`src/rtl/dma_pkg.sv`:
```
package dma_pkg;

    localparam int CFG_W  = 32;
    localparam int REG_AW = 4;

    localparam logic [REG_AW-1:0] OFS_CTRL = 4'h0;
    localparam logic [REG_AW-1:0] OFS_STAT = 4'h4;
    localparam logic [REG_AW-1:0] OFS_ADDR = 4'h8;
    localparam logic [REG_AW-1:0] OFS_LEN  = 4'hC;

    localparam int BIT_START = 0;
    localparam int BIT_DIR   = 1;
    localparam int BIT_IE    = 2;
    localparam int BIT_BUSY  = 0;
    localparam int BIT_DONE  = 1;

    typedef enum logic [2:0] {
        SQ_IDLE,
        SQ_RD,
        SQ_TX,
        SQ_RX,
        SQ_WR
    } seq_state_e;

    typedef enum logic {
        DIR_M2S = 1'b0,
        DIR_S2M = 1'b1
    } dir_e;

    typedef struct packed {
        logic irq_en;
        dir_e dir;
    } ctrl_t;

    function automatic logic is_write(input logic we, input logic [REG_AW-1:0] a,
                                      input logic [REG_AW-1:0] ofs);
        return we && (a == ofs);
    endfunction

endpackage

```
`src/rtl/dma_regs.sv`:
```
module dma_regs
    import dma_pkg::*;
#(
    parameter int ADDR_W = 32,
    parameter int LEN_W  = 16,
    parameter int DATA_W = 32
) (
    input  logic              clk,
    input  logic              rst,
    input  logic              cfg_we,
    input  logic [REG_AW-1:0] cfg_addr,
    input  logic [CFG_W-1:0]  cfg_wdata,
    output logic [CFG_W-1:0]  cfg_rdata,
    input  logic              busy,
    input  logic              beat,
    input  logic              finish,
    output logic              start_go,
    output dir_e              start_dir,
    output logic              last_beat,
    output logic [ADDR_W-1:0] cur_addr,
    output logic              done,
    output logic              irq
);
    localparam int BYTES = DATA_W / 8;

    ctrl_t             ctrl_q;
    logic [ADDR_W-1:0] addr_q;
    logic [LEN_W-1:0]  len_q;
    logic              done_q;
    logic              wr_ctrl, wr_stat, wr_addr, wr_len;
    logic              unused_wbits;

    assign wr_ctrl   = is_write(cfg_we, cfg_addr, OFS_CTRL) && !busy;
    assign wr_stat   = is_write(cfg_we, cfg_addr, OFS_STAT);
    assign wr_addr   = is_write(cfg_we, cfg_addr, OFS_ADDR) && !busy;
    assign wr_len    = is_write(cfg_we, cfg_addr, OFS_LEN) && !busy;
    assign start_go  = wr_ctrl && cfg_wdata[BIT_START] && (len_q != '0);
    assign start_dir = dir_e'(cfg_wdata[BIT_DIR]);
    assign last_beat = (len_q == LEN_W'(1));
    assign cur_addr  = addr_q;
    assign done      = done_q;
    assign irq       = done_q && ctrl_q.irq_en;
    assign unused_wbits = ^cfg_wdata;

    always_ff @(posedge clk) begin
        if (rst) begin
            ctrl_q <= '0;
            addr_q <= '0;
            len_q  <= '0;
            done_q <= 1'b0;
        end else begin
            if (wr_ctrl) begin
                ctrl_q.irq_en <= cfg_wdata[BIT_IE];
                ctrl_q.dir    <= dir_e'(cfg_wdata[BIT_DIR]);
                if (cfg_wdata[BIT_START])
                    done_q <= (len_q == '0);
            end
            if (wr_addr)
                addr_q <= cfg_wdata[ADDR_W-1:0];
            if (wr_len)
                len_q <= cfg_wdata[LEN_W-1:0];
            if (wr_stat && cfg_wdata[BIT_DONE])
                done_q <= 1'b0;
            if (beat) begin
                addr_q <= addr_q + ADDR_W'(BYTES);
                len_q  <= len_q - LEN_W'(1);
            end
            if (finish)
                done_q <= 1'b1;
        end
    end

    always_comb begin
        cfg_rdata = '0;
        case (cfg_addr)
            OFS_CTRL: begin
                cfg_rdata[BIT_DIR] = ctrl_q.dir;
                cfg_rdata[BIT_IE]  = ctrl_q.irq_en;
            end
            OFS_STAT: begin
                cfg_rdata[BIT_BUSY] = busy;
                cfg_rdata[BIT_DONE] = done_q;
            end
            OFS_ADDR: cfg_rdata[ADDR_W-1:0] = addr_q;
            OFS_LEN:  cfg_rdata[LEN_W-1:0]  = len_q;
            default:  cfg_rdata = '0;
        endcase
    end

endmodule

```
`src/rtl/dma_seq.sv`:
```
module dma_seq
    import dma_pkg::*;
#(
    parameter int DATA_W = 32
) (
    input  logic              clk,
    input  logic              rst,
    input  logic              start_go,
    input  dir_e              start_dir,
    input  logic              last_beat,
    output logic              busy,
    output logic              beat,
    output logic              finish,
    output logic              mem_req,
    output logic              mem_we,
    output logic [DATA_W-1:0] mem_wdata,
    input  logic              mem_ack,
    input  logic [DATA_W-1:0] mem_rdata,
    output logic              tx_valid,
    input  logic              tx_ready,
    output logic [DATA_W-1:0] tx_data,
    output logic              tx_last,
    input  logic              rx_valid,
    output logic              rx_ready,
    input  logic [DATA_W-1:0] rx_data
);
    seq_state_e        state_q;
    logic [DATA_W-1:0] hold_q;

    assign busy      = (state_q != SQ_IDLE);
    assign mem_req   = (state_q == SQ_RD) || (state_q == SQ_WR);
    assign mem_we    = (state_q == SQ_WR);
    assign mem_wdata = hold_q;
    assign tx_valid  = (state_q == SQ_TX);
    assign tx_data   = hold_q;
    assign tx_last   = (state_q == SQ_TX) && last_beat;
    assign rx_ready  = (state_q == SQ_RX);
    assign beat      = ((state_q == SQ_TX) && tx_ready) || ((state_q == SQ_WR) && mem_ack);
    assign finish    = beat && last_beat;

    always_ff @(posedge clk) begin
        if (rst) begin
            state_q <= SQ_IDLE;
            hold_q  <= '0;
        end else begin
            case (state_q)
                SQ_IDLE: if (start_go)
                    state_q <= (start_dir == DIR_S2M) ? SQ_RX : SQ_RD;
                SQ_RD: if (mem_ack) begin
                    hold_q  <= mem_rdata;
                    state_q <= SQ_TX;
                end
                SQ_TX: if (tx_ready)
                    state_q <= last_beat ? SQ_IDLE : SQ_RD;
                SQ_RX: if (rx_valid) begin
                    hold_q  <= rx_data;
                    state_q <= SQ_WR;
                end
                SQ_WR: if (mem_ack)
                    state_q <= last_beat ? SQ_IDLE : SQ_RX;
                default: state_q <= SQ_IDLE;
            endcase
        end
    end

endmodule

```
`src/rtl/dma_stream_engine.sv`:
```
module dma_stream_engine
    import dma_pkg::*;
#(
    parameter int ADDR_W = 32,
    parameter int DATA_W = 32,
    parameter int LEN_W  = 16
) (
    input  logic              clk,
    input  logic              rst,
    input  logic              cfg_we,
    input  logic [3:0]        cfg_addr,
    input  logic [31:0]       cfg_wdata,
    output logic [31:0]       cfg_rdata,
    output logic              mem_req,
    output logic              mem_we,
    output logic [ADDR_W-1:0] mem_addr,
    output logic [DATA_W-1:0] mem_wdata,
    input  logic              mem_ack,
    input  logic [DATA_W-1:0] mem_rdata,
    output logic              tx_valid,
    input  logic              tx_ready,
    output logic [DATA_W-1:0] tx_data,
    output logic              tx_last,
    input  logic              rx_valid,
    output logic              rx_ready,
    input  logic [DATA_W-1:0] rx_data,
    output logic              irq
);
    logic busy, beat, finish, start_go, last_beat, done;
    dir_e start_dir;

    dma_regs #(.ADDR_W(ADDR_W), .LEN_W(LEN_W), .DATA_W(DATA_W)) u_regs (
        .clk(clk), .rst(rst),
        .cfg_we(cfg_we), .cfg_addr(cfg_addr), .cfg_wdata(cfg_wdata), .cfg_rdata(cfg_rdata),
        .busy(busy), .beat(beat), .finish(finish),
        .start_go(start_go), .start_dir(start_dir), .last_beat(last_beat),
        .cur_addr(mem_addr), .done(done), .irq(irq)
    );

    dma_seq #(.DATA_W(DATA_W)) u_seq (
        .clk(clk), .rst(rst),
        .start_go(start_go), .start_dir(start_dir), .last_beat(last_beat),
        .busy(busy), .beat(beat), .finish(finish),
        .mem_req(mem_req), .mem_we(mem_we), .mem_wdata(mem_wdata),
        .mem_ack(mem_ack), .mem_rdata(mem_rdata),
        .tx_valid(tx_valid), .tx_ready(tx_ready), .tx_data(tx_data), .tx_last(tx_last),
        .rx_valid(rx_valid), .rx_ready(rx_ready), .rx_data(rx_data)
    );

endmodule

```
`config.mk`:
```
export PLATFORM = sky130hd
export DESIGN_NAME = dma_stream_engine
export DESIGN_NICKNAME = d
export VERILOG_FILES = /design/src/rtl/dma_pkg.sv /design/src/rtl/dma_regs.sv /design/src/rtl/dma_seq.sv /design/src/rtl/dma_stream_engine.sv
export SDC_FILE = /design/constraint.sdc
export NUM_CORES = 1
export LEC_CHECK = 0
export CAP_MARGIN = 20
export CORE_MARGIN = 5
export CORE_UTILIZATION = 46
export DETAILED_ROUTE_END_ITERATION = 10
export PLACE_DENSITY_LB_ADDON = 0.25
export SLEW_MARGIN = 30
export SYNTH_ARGS = -nofsm -noshare
export SYNTH_HDL_FRONTEND = slang
export SYNTH_HIERARCHICAL = 1
export SYNTH_SLANG_ARGS = --single-unit
```
`constraint.sdc`:
```
create_clock -name clk -period 4.7 [get_ports clk]
set_input_delay 0.47 -clock clk [delete_from_list [all_inputs] [get_ports clk]]
set_output_delay 0.47 -clock clk [all_outputs]
set_load 0.03 [all_outputs]
```
# Yosys cells after proc, flatten, opt, wreduce, memory -nomap -nowiden
# Cells that the tools add are included.
# op_classes
n_addsub,2
mul,0
n_div,0
order_cmp,0
n_eq_ne,13
shift,0
mux,25
bitwise_logic,0
n_reduce_logical,31
# op_table
op,n
$mux 32,4
$pmux 32 s2,1
$mux 16,3
$add 32x3->32 const B,1
$pmux 13 s2,1
$eq 16x1->1 const B,1
$logic_not 16->1,1
$reduce_bool 16->1,1
$sub 16x1->16 const B,1
$logic_and 1x1->1,15
$mux 3,5
$pmux 3 s5,1
$reduce_bool 3->1,3
$eq 4x4->1 const B,2
$eq 3x2->1 const B,2
$ne 2x2->1 const B,3
$pmux 1 s3,2
$reduce_bool 2->1,3
$mux 1,5
$reduce_and 5->1,1
$eq 4x3->1 const B,1
$logic_not 4->1,1
$mux 2,2
$ne 2x1->1 const B,2
8 further kinds,9
# totals
reg_bits,86
latchBits,0
ram_bits,0
mem_bits_ro,0
out_inout_bits,134
memories,0

# Depth between registers and ports, before layout
# Gate-level depths: netlist of the first run.
# logic_depth
ltp_word,7
depth_mapped,11
ltp_nobuf,8

# Hierarchy
# The synthesis of the first run kept the hierarchy.
# modules_own_cells
mod,instances,cells_each,area_each_um2,seq_area_each_um2
dma_regs,1,418,3193.1,1021.0
dma_seq,1,214,2074.5,700.7

# Least setup slack after synthesis of the first run
# Ideal clock, no wire load.
# synth_path
path_type,register to output
start,register u_regs.len_q[8]
end,output tx_last
t_arrival_ns,2.176
setup_slack_ns,2.054
path_stages_with_launch,7
path_cell_list,dfxtp_1 nor4_1 nor3b_1 and4b_1 and2_1 nand2_1 nor3_1
# synth_via
elab_chain_len,2
# synth_rtl
element,line,source
"start, declared",dma_regs.sv:28,logic [LEN_W-1:0] len_q;
"start signal, assigned",dma_regs.sv:61,len_q <= cfg_wdata[LEN_W-1:0];
"start signal, assigned",dma_regs.sv:66,len_q <= len_q - LEN_W'(1);
$eq 16x1->1,dma_regs.sv:39,assign last_beat = (len_q == LEN_W'(1));
net last_beat,dma_stream_engine.sv:29,"logic busy, beat, finish, start_go, last_beat, done;"
$logic_and 1x1->1,dma_seq.sv:36,assign tx_last = (state_q == SQ_TX) && last_beat;
"end, declared",dma_stream_engine.sv:23,"output logic tx_last,"
# The timed path passes the listed nets, and every way through them passes these cells.

# Worst setup path after layout of the first run
# Same ends and word-level chain as after synthesis.

==> results.yml, run 1 <==
placed_design:
  globalplace.congestion: 0.949
  numPortBuffers: 239
  place.detailed.hpwl_um: 13300
  placed_area_mm2: 0.00745
  place.detailed.instances: 943
critical_path:
  cp_endpoint_kind: "primary output"
  worstRegToRegCells: 8
  start_kind: "flop"
  critPathRequiredTime_ps: 4230
  critical_path_class: "reg2out"
  critical_path_arrival_ps: 3040
  cp_max_fo: 7
final_layout:
  fill_cells: 912
  layout-drive-gt1-share_pct: 7.37
  post-route-util_pct: 68.2
  num-nets-final: 920
  final_cell_area_mm2: 0.00772
  synthToLayoutAreaGrowth_pct: 46.7
  num_antenna_cells: 0
  instances_no_fill: 957
detailed_routing:
  avgRoutedWirePerCell_um: 18.4
  mean_number_of_vias_per_cell: 5.90
  detail_route.iter0.violations: 437
  finalWirelength_um: 17600
  dr_total_vias: 5646
  post-route-drc-count: 0
  dr.pass1.iters: 5
  postRouteAntennaNets: 0
run_status:
  run_status: "complete, no violations"
power:
  sw_frac_of_total_pct: 24.1
  power-per-cell-area_mw_per_mm2: 216
  power_frac_clock_pct: 40.2
  pwr-share-comb_pct: 14.4
  power.sequential.fraction_pct: 45.4
  leakage_nw: 2.54
  p_switching_mw: 0.401
  ir_worst_vdd_mv: 0.172
  cell_internal_pwr_mw: 1.27
global_routing:
  globalRouteOverflowTotal: 0
  grt_first_pass_wirelength_um: 27100
  grt_use_total_pct: 24.7
  grt_max_degree: 49
  antenna_violations_before_repair: 0
  grt_pass1_vias: 5424
clock_tree:
  post_cts_hold_buffer_count: 0
  cts_post_setup_buffers_inserted: 0
  numCtsBuffers: 9
  htree_num_levels: 3
  cts_resized: 0
  path_clk_slew_ps: 60
  worst_skew_pair.late_latency_ps: 330
  cts_sinks: 86
  clk_path_buf_depth: 2
  clock_root_buffer: "clkbuf_16"
  cts_tree: "done"
timing:
  setup_viol: 0
  final_period_minus_worst_setup_slack_ps: 3510
  setup_repair_after_global_routing_missed_its_margin: "false"
  max_slew.worst_pin.slew_ps: 943
  finalSetupTns_ps: 0
  clock_skew_ps: 5.09
  finalHoldViolations: 0
  finalHoldWorstSlack_ps: 505
  period_share_pct: 74.7
  max_freq_mhz: 285
  maxSlewViolCount: 0
  slew_headroom_pct: 37.0
synth:
  yosys_warnings: 6
  postSynth.asyncResetShare_pct: 0
  syn_area_mm2: 0.00527
  postSynthAreaPerCell_um2: 8.33
  gate_count_of_the_mapped_netlist: 632
  synth-edff-count: 0
  synth.yosys.seq_area_share_pct: 32.7
  synth_ff_type: "dfxtp_1"
  synth_cell_type_count: 61
  synth-seq-cells: 86
  syn_nets: 741
hold_path:
  hold_path_class: "reg2reg"
  worst_hold_path.num_cells: 2
floorplan:
  floorplan.die_area_mm2: 0.0137
  num_rows: 39
  chipHeight_um: 117
  die_w_um: 117
  placeableCoreArea_mm2: 0.0113
  initial_core_util_pct: 46.5
  num_io_pins: 240
job:
  maxCapViolCount: 0
## per-layer routing
metal	share of wire [%]	up-vias	GRT usage [%]
met4	2.3	0	8.33
met1	39	2638	30.4
met5	0	-	0
li1	-	2665	-
met3	10	33	7.51
met2	49	310	41.1
## synth_stat cells, drive strengths merged, types with 3 or more instances
cell type / instances / share of area, %
a2111oi: 3 / 0.52
a211oi: 42 / 8.5
a21oi: 39 / 3.8
a221oi: 3 / 0.50
a22o: 13 / 2.2
a22oi: 4 / 0.57
a2bb2oi: 4 / 0.67
a311oi: 4 / 0.67
a31oi: 11 / 1.3
and2: 24 / 2.9
and3: 10 / 1.2
and4: 4 / 0.67
buf: 53 / 7.1
clkbuf: 24 / 1.7
dfxtp: 86 / 33
ha: 3 / 0.71
inv: 8 / 0.57
mux2i: 37 / 7.1
nand2: 39 / 2.8
nand2b: 8 / 0.95
nand3: 23 / 2.2
nand4: 17 / 2.0
nor2: 76 / 5.4
nor2b: 7 / 0.88
nor3: 20 / 1.9
nor3b: 4 / 0.57
nor4: 8 / 1.2
o211ai: 6 / 0.86
o21ai: 9 / 0.86
o21bai: 3 / 0.43
o311ai: 4 / 0.67
or3: 5 / 0.59
or4: 4 / 0.57
## power groups by stage
stage,Combinational [mW],Sequential (mW),Clock (mW)
finish,0.240,0.757,0.670
global route,0.255,0.758,0.713
CTS,0.240,0.756,0.681
detailed placement,0.239,0.772,0
global placement,0.232,0.772,0
floorplan,0.0943,0.781,0
## flip-flops by register name, summed over array words and instances (netlist names)
signal,cells
u_regs/len_q,16
u_regs/cur_addr,32
u_seq/state_q,3
u_regs/ctrl_q,2
u_seq/mem_wdata,32
u_regs/done,1
## stage by stage
stage	total power, mW	worst slack [ps]
after global routing	1.73	918
final	1.67	1190
after detailed placement	1.01	1380
after floorplan	0.875	2050
after global placement	1.00	1320
after CTS	1.68	1180
## worst max-delay path, cell delays in order, from the launching register on
cell             delay [ps]
dfxtp_1                 370
nor4_1                  470
nor3b_1                 420
and4b_1                 320
and2_1                  210
nand2_1                  70
nor3_1                  140
clkdlybuf4s50_1         710
## area by class of cell
type | instances | area [um2] | share of cell area [%]
multi-input combinational | 460 | 3070 | 39.7
timing repair buffer | 245 | 2450 | 31.7
sequential | 86 | 1720 | 22.3
clock buffer | 13 | 270 | 3.50
tap | 143 | 179 | 2.32
inverter | 9 | 33.8 | 0.437
clock inverter | 1 | 5.00 | 0.0648
## cell families (layout without fill, tap and decap cells)
| kind of cell | Yosys count | in the layout | share of synthesized area (%) |
|---|---|---|---|
| compound gates | 155 | 155 | 23.0 |
| simple gates | 258 | 258 | 25.6 |
| buf+inv | 86 | 268 | 9.41 |
| xor+xnor | 3 | 3 | 0.499 |
| mux | 40 | 40 | 7.96 |
| fa+ha+maj | 4 | 4 | 0.903 |
| flops | 86 | 86 | 32.7 |
## final timing paths
check                                       start                                to  slack (ps)
hold / removal    u_regs/cur_addr[0]$_SDFFE_PP0P_   u_regs/cur_addr[0]$_SDFFE_PP0P_         510
setup reg to reg    u_seq/state_q[2]$_SDFFE_PP0P_  u_regs/cur_addr[27]$_SDFFE_PP0P_        1710
hold reg to reg   u_regs/cur_addr[0]$_SDFFE_PP0P_   u_regs/cur_addr[0]$_SDFFE_PP0P_         510
setup / recovery     u_regs/len_q[8]$_SDFFE_PP0P_                           tx_last        1190
## layout by cell type, fill, tap and decap left out, types with 3 or more instances in the layout
cell type        instances
a21oi_1                 38
a211oi_1                16
nor4_1                   7
mux2i_1                 36
o311ai_0                 4
clkbuf_16                9
nand3_1                 22
dfxtp_1                 85
or4_1                    4
o21ai_0                  9
a22oi_1                  4
or3_1                    5
clkbuf_8                 3
and2_1                  24
and3_1                   9
nor2b_1                  6
a221oi_1                 3
nand2b_1                 8
a211oi_2                26
buf_4                    6
a311oi_1                 4
and4_1                   4
a2bb2oi_1                4
nand4_1                 17
nor2_1                  76
inv_1                    8
nor3_1                  19
a22o_1                  13
o211ai_1                 6
o21bai_1                 3
ha_1                     3
clkdlybuf4s50_1        238
nand2_1                 39
nor3b_1                  4
a31oi_1                 11
Note: power is estimated with default switching activity, not from simulation.
==> run 2, diff against run 1 <==
- CORE_UTILIZATION: 46 -> 42
- clock period: 4.7 -> 3.4 ns (I/O delays scaled with it)
==> run 2 against run 1 <==
  * Non-clock buffer count rose by 5
  * Worst setup slack worse by 680 ps
  * Combinational power grew 38%
  * Hold slack worse by 7.4 ps
==> results.yml, run 2 (synthesis results as in run 1) <==
final_layout:
  mostFrequentLayoutCell: "clkdlybuf4s50_1"
  layout.cells.most_common_list: "clkdlybuf4s50_1, dfxtp_1, nor2_1"
  num-nets-final: 925
  synthToLayoutAreaGrowth_pct: 48.8
  layout-drive-gt1-share_pct: 9.62
  num_antenna_cells: 0
clock_tree:
  path_clk_slew_ps: 70
  htree_num_levels: 3
  clk_path_buf_depth: 2
  cts_sinks: 86
  post_cts_hold_buffer_count: 0
  cts_tree: "done"
  numCtsBuffers: 9
  worst_skew_pair.late_latency_ps: 340
  clock_root_buffer: "clkbuf_16"
critical_path:
  critPathRequiredTime_ps: 3060
  timing.critical_path.max_delay_family: "simple AND/OR/NAND/NOR gates"
  timing.critical_path.from: "u_regs/len_q[8]$_SDFFE_PP0P_"
  critical_path_buf_inv_count: 1
  timing.critical_path.depth: 7
  start_kind: "flop"
  critPathCapture: "tx_last"
  critical_path.reg2reg.endpoint: "u_regs/len_q[7]$_SDFFE_PP0P_"
  reg2reg_setup_slack_ps: 540
  max_stage_delay_ps: 440
  critical_path_arrival_ps: 2550
  cp_endpoint_kind: "primary output"
  cp_max_fo: 7
  critical_path_class: "reg2out"
  critical_path.cell_chain: "nor4_1 -> nor3b_2 -> and4b_1 -> and2_1 -> nand2_1 -> nor3_1 -> dlymetal6s2s_1"
  worstRegToRegCells: 9
  timing.rr.start: "u_seq/state_q[1]$_SDFFE_PP0P_"
  critPathSlowestCell: "nor4_1"
detailed_routing:
  mean_number_of_vias_per_cell: 5.69
  dr_total_vias: 5647
  finalWirelength_um: 18000
  detail_route.iter0.violations: 526
  avgRoutedWirePerCell_um: 18.1
  dr.pass1.iters: 6
  post-route-drc-count: 0
  postRouteAntennaNets: 0
placed_design:
  numPortBuffers: 239
  globalplace.congestion: 0.908
  post-place-ws_ps: 390
  place.detailed.hpwl_um: 13400
run_status:
  run_status: "complete, no violations"
global_routing:
  grt_first_pass_wirelength_um: 27800
  antenna_violations_before_repair: 0
  grt_max_degree: 88
  grt_pass1_vias: 5527
  grt_use_total_pct: 23.1
  globalRouteOverflowTotal: 0
floorplan:
  die_w_um: 122
  num_io_pins: 240
  placeableCoreArea_mm2: 0.0125
  num_rows: 41
  chipHeight_um: 122
  initial_core_util_pct: 42.3
  floorplan.die_area_mm2: 0.0149
timing:
  max_slew.worst_pin.slew_ps: 844
  final_period_minus_worst_setup_slack_ps: 2890
  setup_viol: 0
  final_critical_path_setup_slack_ps: 505
  clock_skew_ps: 7.34
  max_freq_mhz: 345
  finalHoldWorstSlack_ps: 498
  setup_repair_after_global_routing_missed_its_margin: "false"
  maxSlewViolCount: 0
  period_share_pct: 85.1
  slew_headroom_pct: 43.8
  finalSetupTns_ps: 0
  finalHoldViolations: 0
power:
  power-per-cell-area_mw_per_mm2: 316
  ir_worst_vdd_mv: 0.244
  leakage_nw: 2.63
job:
  maxCapViolCount: 0
hold_path:
  hold_path_class: "reg2reg"
[run 2: cell types whose count changed in the layout (fill, tap and decap cells not counted), sizes merged]
cell | before | now
buf | 7 | 25
clkbuf | 13 | 11
clkdlybuf4s50 | 238 | 224
clkinv | 2 | 3
dlymetal6s2s | 0 | 1
clkinvlp | 0 | 1
bufinv | 0 | 2
[run 2: cell type report]
cell class	count	area [um2]
repair buffers	250	2470
inverters	9	33.8
clock inverters	5	81.3
multi-input cells	460	3060
well taps	172	215
fillers	1070	4630
clock buffers	11	253
flip-flops and latches	86	1720
[run 2: worst min-delay path by stage]
stage / from / to / cells past startpoint
floorplan: rst / u_regs/len_q[15]$_SDFFE_PP0P_ / 1
global placement: u_regs/cur_addr[1]$_SDFFE_PP0P_ / u_regs/cur_addr[1]$_SDFFE_PP0P_ / 2
detailed placement: u_regs/cur_addr[0]$_SDFFE_PP0P_ / u_regs/cur_addr[0]$_SDFFE_PP0P_ / 2
CTS: u_regs/cur_addr[0]$_SDFFE_PP0P_ / u_regs/cur_addr[0]$_SDFFE_PP0P_ / 2
global route: u_regs/cur_addr[1]$_SDFFE_PP0P_ / u_regs/cur_addr[1]$_SDFFE_PP0P_ / 2
finish: u_regs/cur_addr[0]$_SDFFE_PP0P_ / u_regs/cur_addr[0]$_SDFFE_PP0P_ / 2
[run 2: what timing repair did]
item	CTS	global route
setup endpoints to repair	1	1
buffers inserted	0	0
endpoints found under the hold margin	0	0
resized for setup	1	1
pin swaps	0	0
[run 2: worst min-delay path: stages (launching register included)]
cell and delay, ps:
dfxtp_1 330, nand2_1 60, a21oi_1 60
[run 2: routing by layer]
layer  routed length [um]  up-vias  part of all wire, %  global-route usage [%]
met5                    0        -                    0                       0
met4                  471        0                  2.6                    9.45
met3                 1270       40                  7.1                    4.55
met2                 8610      262                   48                    37.9
met1                 7630     2675                   42                    29.6
li1                     -     2670                    -                       -
[run 2: metrics by stage]
step	cell area, um2	util, %	power (mW)	std cells
global placement	7490	60.1	1.39	977
finish	7840	62.9	2.48	993
CTS	7840	62.9	2.49	993
global route	7840	62.9	2.56	993
floorplan	5270	-	1.21	632
detailed placement	7500	60.1	1.40	977
[run 2: report_power, final]
part	switching (mW)	internal, mW	total (mW)
clock	0.417	0.684	1.10
combinational	0.153	0.180	0.332
sequential	0.0221	1.02	1.05
